--- src/rtl/grom_pkg.sv ---
package grom_pkg;
   localparam logic [63:0] ROM_MULT = 64'd40503;
   localparam logic [63:0] ROM_XOR  = 64'd23130;

   // Content generator for the fixed array
   function automatic logic [63:0] rom_word(input logic [63:0] a);
      return (a * ROM_MULT) ^ ROM_XOR;
   endfunction
endpackage

--- src/rtl/grom_guard.sv ---
module grom_guard #(
   parameter int SETTLE_CYCLES = 16
) (
   input  logic clk,
   input  logic rst_n,
   input  logic lock,
   input  logic sw_req,
   output logic port_en,
   output logic accept_ok,
   output logic sw_ack,
   output logic suspect
);
   localparam int CNT_W = $clog2(SETTLE_CYCLES + 1);
   localparam logic [CNT_W-1:0] CNT_LAST = CNT_W'(SETTLE_CYCLES - 1);
   localparam logic [CNT_W-1:0] CNT_FULL = CNT_W'(SETTLE_CYCLES);

   generate
      if (SETTLE_CYCLES < 1) begin : g_bad_settle
         $error("grom_guard: SETTLE_CYCLES must be at least 1");
      end
   endgenerate

   logic [CNT_W-1:0] settle_q;

   // a read may start only if the enable survives this edge
   assign accept_ok = port_en & lock & ~sw_req;

   always_ff @(posedge clk or negedge rst_n) begin
      if (!rst_n) begin
         port_en  <= 1'b0;
         settle_q <= '0;
         sw_ack   <= 1'b0;
         suspect  <= 1'b0;
      end else begin
         sw_ack <= sw_req & ~port_en;
         if (port_en) begin
            settle_q <= '0;
            if (!lock) begin
               port_en <= 1'b0;
               suspect <= 1'b1;
            end else if (sw_req) begin
               port_en <= 1'b0;
            end
         end else if (lock && !sw_req) begin
            if (settle_q == CNT_LAST) begin
               port_en  <= 1'b1;
               settle_q <= '0;
            end else begin
               settle_q <= settle_q + 1'b1;
            end
         end else begin
            settle_q <= '0;
         end
      end
   end

   // independent run-length of locked edges, used only by the settle check
   logic [CNT_W-1:0] lock_run_q;
   always_ff @(posedge clk or negedge rst_n) begin
      if (!rst_n)               lock_run_q <= '0;
      else if (!lock)           lock_run_q <= '0;
      else if (lock_run_q != CNT_FULL) lock_run_q <= lock_run_q + 1'b1;
   end

   p_settle_done_r4: assert property (@(posedge clk) disable iff (!rst_n)
      $rose(port_en) |-> lock_run_q == CNT_FULL);
   p_en_after_lock_r3: assert property (@(posedge clk) disable iff (!rst_n)
      port_en |-> $past(lock));
   p_ack_port_off_r6: assert property (@(posedge clk) disable iff (!rst_n)
      sw_ack |-> !port_en);
   p_suspect_sticky_r8: assert property (@(posedge clk) disable iff (!rst_n)
      $past(suspect) |-> suspect);
   p_suspect_cause_r9: assert property (@(posedge clk) disable iff (!rst_n)
      $rose(suspect) |-> ($past(port_en) && !$past(lock)));
endmodule

--- src/rtl/grom_array.sv ---
module grom_array #(
   parameter int ADDR_W    = 6,
   parameter int DATA_W    = 16,
   parameter bit USE_TABLE = 1'b1
) (
   input  logic              clk,
   input  logic              rst_n,
   input  logic              ce,
   input  logic [ADDR_W-1:0] addr,
   output logic [DATA_W-1:0] dout
);
   localparam int DEPTH = 1 << ADDR_W;

   generate
      if (USE_TABLE) begin : g_table
         logic [DATA_W-1:0] mem [DEPTH];
         initial begin
            for (int i = 0; i < DEPTH; i++)
               mem[i] = DATA_W'(grom_pkg::rom_word(64'(i)));
         end
         always_ff @(posedge clk or negedge rst_n) begin
            if (!rst_n)  dout <= '0;
            else if (ce) dout <= mem[addr];
         end
      end else begin : g_logic
         always_ff @(posedge clk or negedge rst_n) begin
            if (!rst_n)  dout <= '0;
            else if (ce) dout <= DATA_W'(grom_pkg::rom_word(64'(addr)));
         end
      end
   endgenerate
endmodule

--- src/rtl/guarded_rom.sv ---
module guarded_rom #(
   parameter int ADDR_W        = 6,
   parameter int DATA_W        = 16,
   parameter int SETTLE_CYCLES = 16,
   parameter bit USE_TABLE     = 1'b1
) (
   input  logic              clk,
   input  logic              rst_n,
   input  logic              clk_locked,
   input  logic              switch_req,
   input  logic              rd_req,
   input  logic [ADDR_W-1:0] rd_addr,
   output logic [DATA_W-1:0] rd_data,
   output logic              rd_valid,
   output logic              switch_ack,
   output logic              contents_suspect
);
   generate
      if (ADDR_W < 1 || ADDR_W > 12) begin : g_bad_addr
         $error("guarded_rom: ADDR_W out of range 1..12");
      end
      if (DATA_W < 1 || DATA_W > 64) begin : g_bad_data
         $error("guarded_rom: DATA_W out of range 1..64");
      end
   endgenerate

   logic              port_en, accept_ok, accept;
   logic              fire_q;
   logic [ADDR_W-1:0] addr_q;

   grom_guard #(.SETTLE_CYCLES(SETTLE_CYCLES)) guard_i (
      .clk      (clk),
      .rst_n    (rst_n),
      .lock     (clk_locked),
      .sw_req   (switch_req),
      .port_en  (port_en),
      .accept_ok(accept_ok),
      .sw_ack   (switch_ack),
      .suspect  (contents_suspect)
   );

   assign accept = accept_ok & rd_req;

   // address stage: loaded only with an accepted read
   always_ff @(posedge clk or negedge rst_n) begin
      if (!rst_n) begin
         addr_q   <= '0;
         fire_q   <= 1'b0;
         rd_valid <= 1'b0;
      end else begin
         fire_q   <= accept;
         rd_valid <= fire_q;
         if (accept) addr_q <= rd_addr;
      end
   end

   grom_array #(.ADDR_W(ADDR_W), .DATA_W(DATA_W), .USE_TABLE(USE_TABLE)) array_i (
      .clk  (clk),
      .rst_n(rst_n),
      .ce   (fire_q),
      .addr (addr_q),
      .dout (rd_data)
   );

   p_array_guarded_r10: assert property (@(posedge clk) disable iff (!rst_n)
      fire_q |-> port_en);
   p_valid_from_req_r2: assert property (@(posedge clk) disable iff (!rst_n)
      rd_valid |-> $past(rd_req, 2));
   p_data_held_r5: assert property (@(posedge clk) disable iff (!rst_n)
      !rd_valid |-> $stable(rd_data));
   p_accept_needs_lock_r11: assert property (@(posedge clk) disable iff (!rst_n)
      fire_q |-> ($past(clk_locked) && !$past(switch_req)));
endmodule

--- config.mk ---
export PLATFORM = sky130hd
export DESIGN_NAME = guarded_rom
export DESIGN_NICKNAME = d
export VERILOG_FILES = /design/src/rtl/grom_pkg.sv /design/src/rtl/grom_guard.sv /design/src/rtl/grom_array.sv /design/src/rtl/guarded_rom.sv
export SDC_FILE = /design/constraint.sdc
export NUM_CORES = 1
export LEC_CHECK = 0
export BUFFER_PORTS_ARGS = -buffer_cell sky130_fd_sc_hd__buf_4
export CORE_UTILIZATION = 58
export DETAILED_ROUTE_END_ITERATION = 6
export PLACE_DENSITY_LB_ADDON = 0.2
export SLEW_MARGIN = 20
export SYNTH_ARGS = -nofsm -noshare
export SYNTH_HDL_FRONTEND = slang
export SYNTH_HIERARCHICAL = 1
export SYNTH_SLANG_ARGS = --single-unit
export TNS_END_PERCENT = 20
--- constraint.sdc ---
create_clock -name clk -period 2.6 [get_ports clk]
set_input_delay 0.13 -clock clk [delete_from_list [all_inputs] [get_ports clk]]
set_output_delay 0.13 -clock clk [all_outputs]
set_load 0.01 [all_outputs]
==> flow_summary.html, run 1 <==
<table>
<tr><th>Metric</th><th>Value</th></tr>
<tr><th colspan="2">Status</th></tr>
<tr><td>Outcome</td><td>complete, no violations</td></tr>
<tr><th colspan="2">Floorplan</th></tr>
<tr><td>Chip Width</td><td>approximately 66 µm</td></tr>
<tr><td>Core region area</td><td>between 0.003 and 0.004 mm²</td></tr>
<tr><td>Vertical die dimension</td><td>about 66 µm</td></tr>
<tr><td>Rows</td><td>22</td></tr>
<tr><td>Full die area</td><td>approximately 0.0044 mm²</td></tr>
<tr><td># IOs</td><td>30</td></tr>
<tr><td>Effective utilization at floorplan</td><td>a little over three fifths</td></tr>
<tr><th colspan="2">Logic synthesis</th></tr>
<tr><td>Netlist area before placement</td><td>approximately 0.0024 mm²</td></tr>
<tr><td>Predominant post-synthesis flop cell</td><td>sky130_fd_sc_hd__dfrtp_1</td></tr>
<tr><td>Total nets after synthesis</td><td>between 200 and 300</td></tr>
<tr><td>Synthesized instance count</td><td>264</td></tr>
<tr><td>Post-synth EDFFs</td><td>0</td></tr>
<tr><td>Post-synthesis area per instance</td><td>9.06 µm²</td></tr>
<tr><td>Flip-flop and latch count after synthesis</td><td>32</td></tr>
<tr><td>Ys async rst share</td><td>100%</td></tr>
<tr><td>Proportion of synthesized chip area in sequential cells</td><td>around a third</td></tr>
<tr><td>Number of distinct library cells after synthesis</td><td>between 50 and 60</td></tr>
<tr><td>Number of synthesis warnings</td><td>6</td></tr>
<tr><th colspan="2">Clocking</th></tr>
<tr><td>CTS Buf Count</td><td>5</td></tr>
<tr><td>Library cell used as clock root buffer</td><td>sky130_fd_sc_hd__clkbuf_8</td></tr>
<tr><td>Number of buffers on the longest clock path</td><td>2</td></tr>
<tr><td>Clock-pin slew on the worst setup and hold paths</td><td>~70 ps</td></tr>
<tr><td>Sinks on the clock net</td><td>32</td></tr>
<tr><td>CTS H-tree depth</td><td>2</td></tr>
<tr><td>Skew-Pair Late Insertion Delay</td><td>roughly 290 ps</td></tr>
<tr><td>TritonCTS clock tree</td><td>done</td></tr>
<tr><th colspan="2">Global route</th></tr>
<tr><td>Pin count of the biggest net entering global routing</td><td>39</td></tr>
<tr><td>GRT Util Overall</td><td>~29%</td></tr>
<tr><td>Number of global-route vias before repair</td><td>2,024</td></tr>
<tr><td>Initial antenna violation count</td><td>0</td></tr>
<tr><td>Wire length of the first global-routing pass</td><td>~9600 µm</td></tr>
<tr><td>Total gr overflow</td><td>0</td></tr>
<tr><th colspan="2">Finish</th></tr>
<tr><td>Antenna cell count</td><td>0</td></tr>
<tr><td>Post-route standard cell area excluding fillers</td><td>0.00271 mm²</td></tr>
<tr><td>Combined flip-flop and latch cell area</td><td>about 800 µm²</td></tr>
<tr><td>Number of filler instances in the final layout</td><td>~300</td></tr>
<tr><td>Share of the core filled with cells</td><td>a little under three quarters</td></tr>
<tr><td>Area growth from synthesis to final layout</td><td>13.2%</td></tr>
<tr><td>Leading cell types in the layout, fill and taps excluded</td><td>sky130_fd_sc_hd__buf_4, sky130_fd_sc_hd__dfrtp_1, sky130_fd_sc_hd__a21oi_1, sky130_fd_sc_hd__nor2_1</td></tr>
<tr><td>Final-stage net count</td><td>308</td></tr>
<tr><td>Area occupied by multi-input gates</td><td>0.00141 mm²</td></tr>
<tr><td>Layout cell share with drive strength beyond 1</td><td>26.8%</td></tr>
<tr><td>Leading cell type in the layout, fill and taps excluded</td><td>sky130_fd_sc_hd__buf_4</td></tr>
<tr><th colspan="2">Worst setup path</th></tr>
<tr><td>Type of element capturing the critical path</td><td>flop</td></tr>
<tr><td>Maximum fanout along the worst path</td><td>13</td></tr>
<tr><td>Type of origin of the critical path</td><td>flop</td></tr>
<tr><td>Worst EP arrival</td><td>about 2400 ps</td></tr>
<tr><td>Worst path slowest cell</td><td>sky130_fd_sc_hd__ha_1</td></tr>
<tr><td>CP most frequent cell</td><td>sky130_fd_sc_hd__inv_1</td></tr>
<tr><td>Cells traversed along the worst timing path</td><td>inv_1, ha_1, inv_1, mux4_2, and3_1, a31oi_1, a41oi_1</td></tr>
<tr><td>Worst setup path endpoint</td><td>array_i/dout[7]$_DFFE_PN0P_</td></tr>
<tr><td>Crit Reg-Reg Startpoint</td><td>addr_q[1]$_DFFE_PN0P_</td></tr>
<tr><td>Reg-to-Reg End</td><td>array_i/dout[7]$_DFFE_PN0P_</td></tr>
<tr><td>Max stage delay on crit path</td><td>about 530 ps</td></tr>
<tr><td>Beginning of the critical path</td><td>addr_q[1]$_DFFE_PN0P_</td></tr>
<tr><td>Family with the most delay on the worst path</td><td>adder cells</td></tr>
<tr><td>Setup slack of the worst register-to-register path</td><td>between 200 and 300 ps</td></tr>
<tr><td>Critical Path RT</td><td>about 2700 ps</td></tr>
<tr><td>Buffers and inverters on the worst path</td><td>2</td></tr>
<tr><td>Critical path depth</td><td>7</td></tr>
<tr><td>Worst Path Class, Setup</td><td>flop to flop</td></tr>
<tr><td>Depth of the worst register-to-register path</td><td>7</td></tr>
<tr><th colspan="2">Pwr</th></tr>
<tr><td>Clk network pwr share</td><td>between 30% and 40%</td></tr>
<tr><td>Internal portion of total power</td><td>742 µW</td></tr>
<tr><td>Leak Pwr</td><td>~1.2 nW</td></tr>
<tr><td>Switching pwr</td><td>roughly 250 µW</td></tr>
<tr><td>Net Sw Frac</td><td>between 20% and 30%</td></tr>
<tr><td>Total power per unit cell area</td><td>roughly 370 mW/mm²</td></tr>
<tr><td>Gate power share</td><td>11.6%</td></tr>
<tr><td>Seq pwr share</td><td>a little over half</td></tr>
<tr><td>Total power after layout</td><td>about 1000 µW</td></tr>
<tr><td>IR Drop Worst-Case VDD</td><td>0.000364 V</td></tr>
<tr><th colspan="2">Detailed routing</th></tr>
<tr><td>Via total after detailed routing</td><td>around 2.1k</td></tr>
<tr><td>DR vias/cell</td><td>around 6.3</td></tr>
<tr><td>Remaining DRCs</td><td>0</td></tr>
<tr><td>Count of antenna-violating nets left after detailed routing</td><td>0</td></tr>
<tr><td>Total wire length after detailed routing</td><td>between 5000 and 6000 µm</td></tr>
<tr><td>DR pass1 iterations</td><td>5</td></tr>
<tr><td>Routed length per instance</td><td>~16 µm</td></tr>
<tr><td>Initial DRC Count</td><td>327</td></tr>
<tr><th colspan="2">Placed design</th></tr>
<tr><td>Post-DP HPWL</td><td>between 3000 and 4000 µm</td></tr>
<tr><td>Instance area at placement</td><td>approximately 0.0026 mm²</td></tr>
<tr><td>RD Place Congestion</td><td>between 0.9 and 1</td></tr>
<tr><td>Port Buffers</td><td>29</td></tr>
<tr><th colspan="2">Timing</th></tr>
<tr><td>Final setup violating endpoints</td><td>0</td></tr>
<tr><td>Final clock skew</td><td>5.84 ps</td></tr>
<tr><td>Fin. max-slew vios</td><td>0</td></tr>
<tr><td>Transition time at the pin with the least slew margin</td><td>between 800 and 900 ps</td></tr>
<tr><td>FMAX</td><td>between 0.4 and 0.5 GHz</td></tr>
<tr><td>Post-route setup TNS</td><td>0 ps</td></tr>
<tr><td>Minimum clock period</td><td>approximately 2300 ps</td></tr>
<tr><td>Slew Limit Headroom</td><td>around two fifths</td></tr>
<tr><td>Final Cycle Share</td><td>about nine tenths</td></tr>
<tr><td>Endpoints failing hold</td><td>0</td></tr>
<tr><td>RSZ-0062 raised after global routing</td><td>no</td></tr>
<tr><th colspan="2">Worst hold path</th></tr>
<tr><td>Worst hold path class</td><td>input pin to flop</td></tr>
<tr><th colspan="2">Job</th></tr>
<tr><td>Max-cap check violation count</td><td>0</td></tr>
</table>
## power groups by stage
stage | logic, mW | registers [mW] | clock network, mW
CTS | 0.115 | 0.516 | 0.368
global placement | 0.111 | 0.525 | 0
finish | 0.115 | 0.516 | 0.361
detailed placement | 0.113 | 0.525 | 0
global route | 0.128 | 0.517 | 0.389
floorplan | 0.0654 | 0.526 | 0
## worst min path at each step
stage                                   to  slack (ps)       start  depth (start not counted)
6_report         guard_i/port_en$_DFF_PN0_          20  switch_req                          2
5_1_grt          guard_i/port_en$_DFF_PN0_          30  switch_req                          2
4_1_cts          guard_i/port_en$_DFF_PN0_          20  switch_req                          2
3_5_place_dp   array_i/dout[5]$_DFFE_PN0P_         100       rst_n                          1
3_3_place_gp   array_i/dout[5]$_DFFE_PN0P_          90       rst_n                          1
2_1_floorplan        addr_q[0]$_DFFE_PN0P_        -170       rst_n                          0
## synthesized netlist by cell type (all sizes together) (3+ instances only)
cell    number  area share [%]
dfrtp       32              33
nor2        25             4.0
a21oi       24             5.0
buf         20             4.9
o21ai       17             3.7
mux2        16             7.5
inv         14             2.3
nand2       13             2.1
ha          10             5.2
mux2i        9             3.8
a31oi        8             2.1
nand3        6             1.5
nand2b       4             1.0
nor2b        4             1.0
nor3         4             1.0
o211ai       4             1.3
o22ai        4             1.0
xnor2        4             1.5
a211oi       3            0.94
a221oi       3             1.1
clkbuf       3            0.47
mux4         3             2.8
o311ai       3             1.1
## area by class of cell
type,count,share of cell area [%]
repair buffers,39,11.4
inverters,14,2.03
multi-input cells,195,52.0
flip-flops and latches,32,29.6
well taps,48,2.22
clock inverters,1,0.185
clock buffers,6,2.68
## logic make-up (layout without fill, tap and decap cells)
family | Yosys count | count (layout) | share of synthesized area (%)
and+or+nand+nor | 66 | 66 | 14.0
DFF | 32 | 32 | 33.5
buffers and inverters | 37 | 60 | 7.69
xor gates and xnor gates | 6 | 6 | 2.20
adders and majority gates | 11 | 11 | 5.65
AOI/OAI and AO/OA | 84 | 84 | 22.9
muxes | 28 | 28 | 14.1
## sequential cells by signal, summed over array words and instances (netlist names)
register and count:
guard_i/port_en 1, rd_valid 1, addr_q 6, array_i/dout 16, guard_i/settle_q 5, guard_i/sw_ack 1
fire_q 1, guard_i/suspect 1
## routing by layer
layer | track usage (%) | vias to the layer above | wire, µm
met5 | 0 | - | 0
met4 | 9.57 | 0 | 68
met3 | 6.38 | 7 | 353
met2 | 45.9 | 84 | 2580
met1 | 39.5 | 1019 | 2520
li1 | - | 1000 | -
## per-stage QoR
step	worst slack [ps]	instances	hold WS (ps)
3_3_place_gp	403	327	89.7
6_report	291	335	24.6
5_1_grt	166	335	31.1
2_1_floorplan	504	264	-166
3_5_place_dp	350	327	97.0
4_1_cts	344	335	24.4
## what timing repair did
action / in CTS / in global routing
setup buffers: 0 / 0
gates resized for setup: 0 / 0
hold buffers: 1 / 0
endpoints found under the hold margin: 32 / 0
Power figures use the tool's default switching activity.
==> inputs of run 2 (changes only) <==
Settings changed: ABC_AREA from default to 1, REMOVE_ABC_BUFFERS from default to 1.
==> run 2 against run 1 <==
Combinational power increased by 100%. Register-to-register slack improved by 310 ps. Highest routed layer unchanged. Clock power decreased by 2%. Critical path depth increased by 4. Synthesized area decreased by 2.6%. Setup slack improved by 310 ps. Global-route usage increased by 1.2 points. Critical path type unchanged.
==> flow_summary.html, run 2 <==
<table>
<tr><th>Metric</th><th>Value</th></tr>
<tr><th colspan="2">Worst setup path</th></tr>
<tr><td>Reg-to-Reg End</td><td>array_i/dout[13]$_DFFE_PN0P_ (was array_i/dout[7]$_DFFE_PN0P_)</td></tr>
<tr><td>Setup slack of the worst register-to-register path</td><td>600 ps (was 290 ps)</td></tr>
<tr><td>Family with the most delay on the worst path</td><td>simple AND/OR/NAND/NOR gates (was adder cells)</td></tr>
<tr><td>Type of origin of the critical path</td><td>flop (unchanged)</td></tr>
<tr><td>Worst Path Class, Setup</td><td>flop to flop (unchanged)</td></tr>
<tr><td>Buffers and inverters on the worst path</td><td>3 (was 2)</td></tr>
<tr><td>Maximum fanout along the worst path</td><td>10 (was 13)</td></tr>
<tr><td>Critical Path RT</td><td>2780 ps (was 2710 ps)</td></tr>
<tr><td>Type of element capturing the critical path</td><td>flop (unchanged)</td></tr>
<tr><td>Cells traversed along the worst timing path</td><td>inv_1, ha_1, inv_1, nand2_1, nand3_1, nand2_1, nand2_1, nand2_1, nand3b_1, nand2_1, inv_1 (was inv_1, ha_1, inv_1, mux4_2, and3_1, a31oi_1, a41oi_1)</td></tr>
<tr><td>Depth of the worst register-to-register path</td><td>11 (was 7)</td></tr>
<tr><td>Worst EP arrival</td><td>2180 ps (was 2420 ps)</td></tr>
<tr><td>CP most frequent cell</td><td>sky130_fd_sc_hd__nand2_1 (was sky130_fd_sc_hd__inv_1)</td></tr>
<tr><td>Max stage delay on crit path</td><td>530 ps (about the same)</td></tr>
<tr><td>Crit Reg-Reg Startpoint</td><td>addr_q[1]$_DFFE_PN0P_ (unchanged)</td></tr>
<tr><td>Worst path slowest cell</td><td>sky130_fd_sc_hd__dfrtp_1 (was sky130_fd_sc_hd__ha_1)</td></tr>
<tr><th colspan="2">Pwr</th></tr>
<tr><td>Clk network pwr share</td><td>31.7% (was 36.4%)</td></tr>
<tr><td>Total power per unit cell area</td><td>427 mW/mm² (was 366 mW/mm²)</td></tr>
<tr><td>Gate power share</td><td>20.7% (was 11.6%)</td></tr>
<tr><td>Internal portion of total power</td><td>787 µW (was 742 µW)</td></tr>
<tr><td>Leak Pwr</td><td>1.44 nW (was 1.22 nW)</td></tr>
<tr><td>Switching pwr</td><td>333 µW (was 249 µW)</td></tr>
<tr><td>Seq pwr share</td><td>47.6% (was 52.0%)</td></tr>
<tr><td>IR Drop Worst-Case VDD</td><td>0.000342 V (was 0.000364 V)</td></tr>
<tr><td>Net Sw Frac</td><td>29.7% (was 25.2%)</td></tr>
<tr><th colspan="2">Floorplan</th></tr>
<tr><td>Rows</td><td>22 (unchanged)</td></tr>
<tr><td>Vertical die dimension</td><td>65.4 µm (was 66.2 µm)</td></tr>
<tr><td># IOs</td><td>30 (unchanged)</td></tr>
<tr><td>Chip Width</td><td>65.4 µm (was 66.2 µm)</td></tr>
<tr><td>Core region area</td><td>0.00374 mm² (was 0.00380 mm²)</td></tr>
<tr><td>Effective utilization at floorplan</td><td>62.2% (was 63.0%)</td></tr>
<tr><td>Full die area</td><td>0.00427 mm² (was 0.00439 mm²)</td></tr>
<tr><th colspan="2">Timing</th></tr>
<tr><td>Minimum clock period</td><td>2000 ps (was 2310 ps)</td></tr>
<tr><td>Fin. max-slew vios</td><td>0 (unchanged)</td></tr>
<tr><td>Worst path setup slack after routing</td><td>600 ps (was 291 ps)</td></tr>
<tr><td>Endpoints failing hold</td><td>0 (unchanged)</td></tr>
<tr><td>Final setup violating endpoints</td><td>0 (unchanged)</td></tr>
<tr><td>Transition time at the pin with the least slew margin</td><td>566 ps (was 877 ps)</td></tr>
<tr><td>RSZ-0062 raised after global routing</td><td>no (unchanged)</td></tr>
<tr><td>Post-route setup TNS</td><td>0 ps (unchanged)</td></tr>
<tr><td>Final worst hold slack</td><td>47.3 ps (was 24.6 ps)</td></tr>
<tr><td>Slew Limit Headroom</td><td>62.3% (was 41.5%)</td></tr>
<tr><td>FMAX</td><td>0.500 GHz (was 0.433 GHz)</td></tr>
<tr><td>Final Cycle Share</td><td>76.9% (was 88.8%)</td></tr>
<tr><td>Final clock skew</td><td>4.44 ps (was 5.84 ps)</td></tr>
<tr><th colspan="2">Clocking</th></tr>
<tr><td>Clock-pin slew on the worst setup and hold paths</td><td>70 ps (about the same)</td></tr>
<tr><td>Library cell used as clock root buffer</td><td>sky130_fd_sc_hd__clkbuf_8 (unchanged)</td></tr>
<tr><td>CTS Buf Count</td><td>5 (unchanged)</td></tr>
<tr><td>TritonCTS clock tree</td><td>done (unchanged)</td></tr>
<tr><td>Number of hold-repair buffers added at the cts stage</td><td>1 (unchanged)</td></tr>
<tr><td>CTS H-tree depth</td><td>2 (unchanged)</td></tr>
<tr><td>Number of buffers on the longest clock path</td><td>2 (unchanged)</td></tr>
<tr><td>Post-CTS Resized</td><td>0 (unchanged)</td></tr>
<tr><td>Skew-Pair Late Insertion Delay</td><td>280 ps (was 290 ps)</td></tr>
<tr><td>Setup bufs post-CTS</td><td>0 (unchanged)</td></tr>
<tr><td>Sinks on the clock net</td><td>32 (unchanged)</td></tr>
<tr><th colspan="2">Logic synthesis</th></tr>
<tr><td>Commonest cells in the synthesized netlist</td><td>sky130_fd_sc_hd__nand2_1, sky130_fd_sc_hd__nand3_1, sky130_fd_sc_hd__dfrtp_1 (was sky130_fd_sc_hd__dfrtp_1, sky130_fd_sc_hd__a21oi_1, sky130_fd_sc_hd__nor2_1)</td></tr>
<tr><td>Post-synth EDFFs</td><td>0 (unchanged)</td></tr>
<tr><td>Most frequent cell after synthesis</td><td>sky130_fd_sc_hd__nand2_1 (was sky130_fd_sc_hd__dfrtp_1)</td></tr>
<tr><td>Synthesized instance count</td><td>356 (was 264)</td></tr>
<tr><td>Share of Yosys cell area claimed by the top area cell type</td><td>34.4% (was 33.5%)</td></tr>
<tr><td>Number of distinct library cells after synthesis</td><td>27 (was 56)</td></tr>
<tr><td>Flip-flop and latch count after synthesis</td><td>32 (unchanged)</td></tr>
<tr><td>Post-synthesis area per instance</td><td>6.54 µm² (was 9.06 µm²)</td></tr>
<tr><td>Predominant post-synthesis flop cell</td><td>sky130_fd_sc_hd__dfrtp_1 (unchanged)</td></tr>
<tr><td>Proportion of synthesized chip area in sequential cells</td><td>34.4% (was 33.5%)</td></tr>
<tr><td>Ys async rst share</td><td>100% (unchanged)</td></tr>
<tr><td>Main area contributors after synthesis</td><td>sky130_fd_sc_hd__dfrtp_1, sky130_fd_sc_hd__nand2_1, sky130_fd_sc_hd__nand3_1 (was sky130_fd_sc_hd__dfrtp_1, sky130_fd_sc_hd__mux2_2, sky130_fd_sc_hd__ha_1)</td></tr>
<tr><td>Number of synthesis warnings</td><td>6 (unchanged)</td></tr>
<tr><td>Yosys top cell by area</td><td>sky130_fd_sc_hd__dfrtp_1 (unchanged)</td></tr>
<tr><td>Netlist area before placement</td><td>0.00233 mm² (was 0.00239 mm²)</td></tr>
<tr><th colspan="2">Finish</th></tr>
<tr><td>Number of filler instances in the final layout</td><td>350 (was 309)</td></tr>
<tr><td>Final-stage net count</td><td>402 (was 308)</td></tr>
<tr><td>Max FFs per register</td><td>16 (unchanged)</td></tr>
<tr><td>Register bank with the most flops</td><td>array_i/dout (unchanged)</td></tr>
<tr><td>Cell Count, Final, Fillers Out</td><td>429 (was 335)</td></tr>
<tr><td>Leading cell types in the layout, fill and taps excluded</td><td>sky130_fd_sc_hd__nand2_1, sky130_fd_sc_hd__nand3_1, sky130_fd_sc_hd__buf_4 (was sky130_fd_sc_hd__buf_4, sky130_fd_sc_hd__dfrtp_1, sky130_fd_sc_hd__a21oi_1, sky130_fd_sc_hd__nor2_1)</td></tr>
<tr><td>Share of the core filled with cells</td><td>70.0% (was 71.3%)</td></tr>
<tr><td>Registers with the highest flip-flop counts</td><td>array_i/dout: 16 flops, addr_q: 6 flops, guard_i/settle_q: 5 flops (unchanged)</td></tr>
<tr><td>Antenna cell count</td><td>0 (unchanged)</td></tr>
<tr><td>Leading cell type in the layout, fill and taps excluded</td><td>sky130_fd_sc_hd__nand2_1 (was sky130_fd_sc_hd__buf_4)</td></tr>
<tr><td>Layout cell share with drive strength beyond 1</td><td>12.9% (was 26.8%)</td></tr>
<tr><td>Area growth from synthesis to final layout</td><td>12.5% (was 13.2%)</td></tr>
<tr><th colspan="2">Detailed routing</th></tr>
<tr><td>DR vias/cell</td><td>5.59 (was 6.30)</td></tr>
<tr><td>Remaining DRCs</td><td>0 (unchanged)</td></tr>
<tr><td>Routed length per instance</td><td>13.4 µm (was 16.5 µm)</td></tr>
<tr><td>DR pass1 iterations</td><td>5 (unchanged)</td></tr>
<tr><td>Initial DRC Count</td><td>220 (was 327)</td></tr>
<tr><td>Count of antenna-violating nets left after detailed routing</td><td>0 (unchanged)</td></tr>
<tr><td>Total wire length after detailed routing</td><td>5760 µm (was 5520 µm)</td></tr>
<tr><td>Via total after detailed routing</td><td>2,399 (was 2,110)</td></tr>
<tr><th colspan="2">Placed design</th></tr>
<tr><td>Post-DP HPWL</td><td>3980 µm (was 3660 µm)</td></tr>
<tr><td>Worst slack after detailed placement</td><td>642 ps (was 350 ps)</td></tr>
<tr><td>Port Buffers</td><td>29 (unchanged)</td></tr>
<tr><td>RD Place Congestion</td><td>0.946 (was 0.935)</td></tr>
<tr><td>Number of cells in the design after placement</td><td>421 (was 327)</td></tr>
<tr><th colspan="2">Global route</th></tr>
<tr><td>GRT Util Overall</td><td>30.3% (was 29.1%)</td></tr>
<tr><td>Pin count of the biggest net entering global routing</td><td>33 (was 39)</td></tr>
<tr><td>Wire length of the first global-routing pass</td><td>9910 µm (was 9650 µm)</td></tr>
<tr><td>Initial antenna violation count</td><td>0 (unchanged)</td></tr>
<tr><td>Total gr overflow</td><td>0 (unchanged)</td></tr>
<tr><td>Number of global-route vias before repair</td><td>2,248 (was 2,024)</td></tr>
<tr><th colspan="2">Job</th></tr>
<tr><td>Max-cap check violation count</td><td>0 (unchanged)</td></tr>
<tr><th colspan="2">Worst hold path</th></tr>
<tr><td>Launch point of the worst hold path</td><td>clk_locked (was switch_req)</td></tr>
<tr><td>Worst min-delay path endpoint</td><td>guard_i/suspect$_DFFE_PN0P_ (was guard_i/port_en$_DFF_PN0_)</td></tr>
<tr><td>Hold Path Cell Cnt</td><td>2 (unchanged)</td></tr>
<tr><td>Worst hold path class</td><td>input pin to flop (unchanged)</td></tr>
<tr><th colspan="2">Status</th></tr>
<tr><td>Outcome</td><td>complete, no violations (unchanged)</td></tr>
</table>
==> run 2: power groups by stage <==
stage,registers (mW),logic [mW],clock network [mW]
after detailed placement,0.541,0.227,0
after floorplan,0.554,0.129,0
after global routing,0.535,0.263,0.394
after global placement,0.540,0.225,0
final,0.533,0.231,0.355
after CTS,0.533,0.229,0.364
==> run 2: worst max path at each step <==
| stage | cells after the start | startpoint | end |
|---|---|---|---|
| global route | 11 | addr_q[1]$_DFFE_PN0P_ | array_i/dout[13]$_DFFE_PN0P_ |
| detailed placement | 11 | addr_q[1]$_DFFE_PN0P_ | array_i/dout[13]$_DFFE_PN0P_ |
| finish | 11 | addr_q[1]$_DFFE_PN0P_ | array_i/dout[13]$_DFFE_PN0P_ |
| CTS | 11 | addr_q[1]$_DFFE_PN0P_ | array_i/dout[13]$_DFFE_PN0P_ |
| global placement | 10 | addr_q[0]$_DFFE_PN0P_ | array_i/dout[6]$_DFFE_PN0P_ |
| floorplan | 9 | addr_q[2]$_DFFE_PN0P_ | array_i/dout[5]$_DFFE_PN0P_ |
==> run 2: cells by family (layout without fill, tap and decap cells) <==
group | after synthesis | count (layout) | share of synthesized area [%]
buffers and inverters | 42 | 67 | 9.08
xor gates and xnor gates | 2 | 2 | 0.752
and+or+nand+nor | 238 | 238 | 43.0
DFF | 32 | 32 | 34.4
AOI/OAI and AO/OA | 32 | 32 | 7.41
adders and majority gates | 10 | 10 | 5.37
==> run 2: final cells by class <==
cell class              count  area (µm²)  area share (%)
multi-input cells         282        1320            50.3
clock buffers               6        72.6            2.77
inverters                  24        92.6            3.53
repair buffers             36         273            10.4
clock inverters             1        5.00           0.191
well taps                  48        60.1            2.29
flip-flops and latches     32         801            30.5
==> run 2: per-stage QoR <==
step / instance area [µm²] / power [mW]
finish: 2620 / 1.12
global route: 2620 / 1.19
CTS: 2620 / 1.13
detailed placement: 2530 / 0.768
global placement: 2530 / 0.766
floorplan: 2210 / 0.683
==> run 2: metal layers <==
metal | share of wire (%) | wire, µm | vias to the layer above | track usage [%]
met1 | 45 | 2570 | 1085 | 39.0
met3 | 6.9 | 395 | 6 | 5.73
met5 | 0 | 0 | - | 0
met2 | 48 | 2740 | 110 | 50.9
met4 | 1.0 | 59 | 0 | 9.78
li1 | - | - | 1198 | -
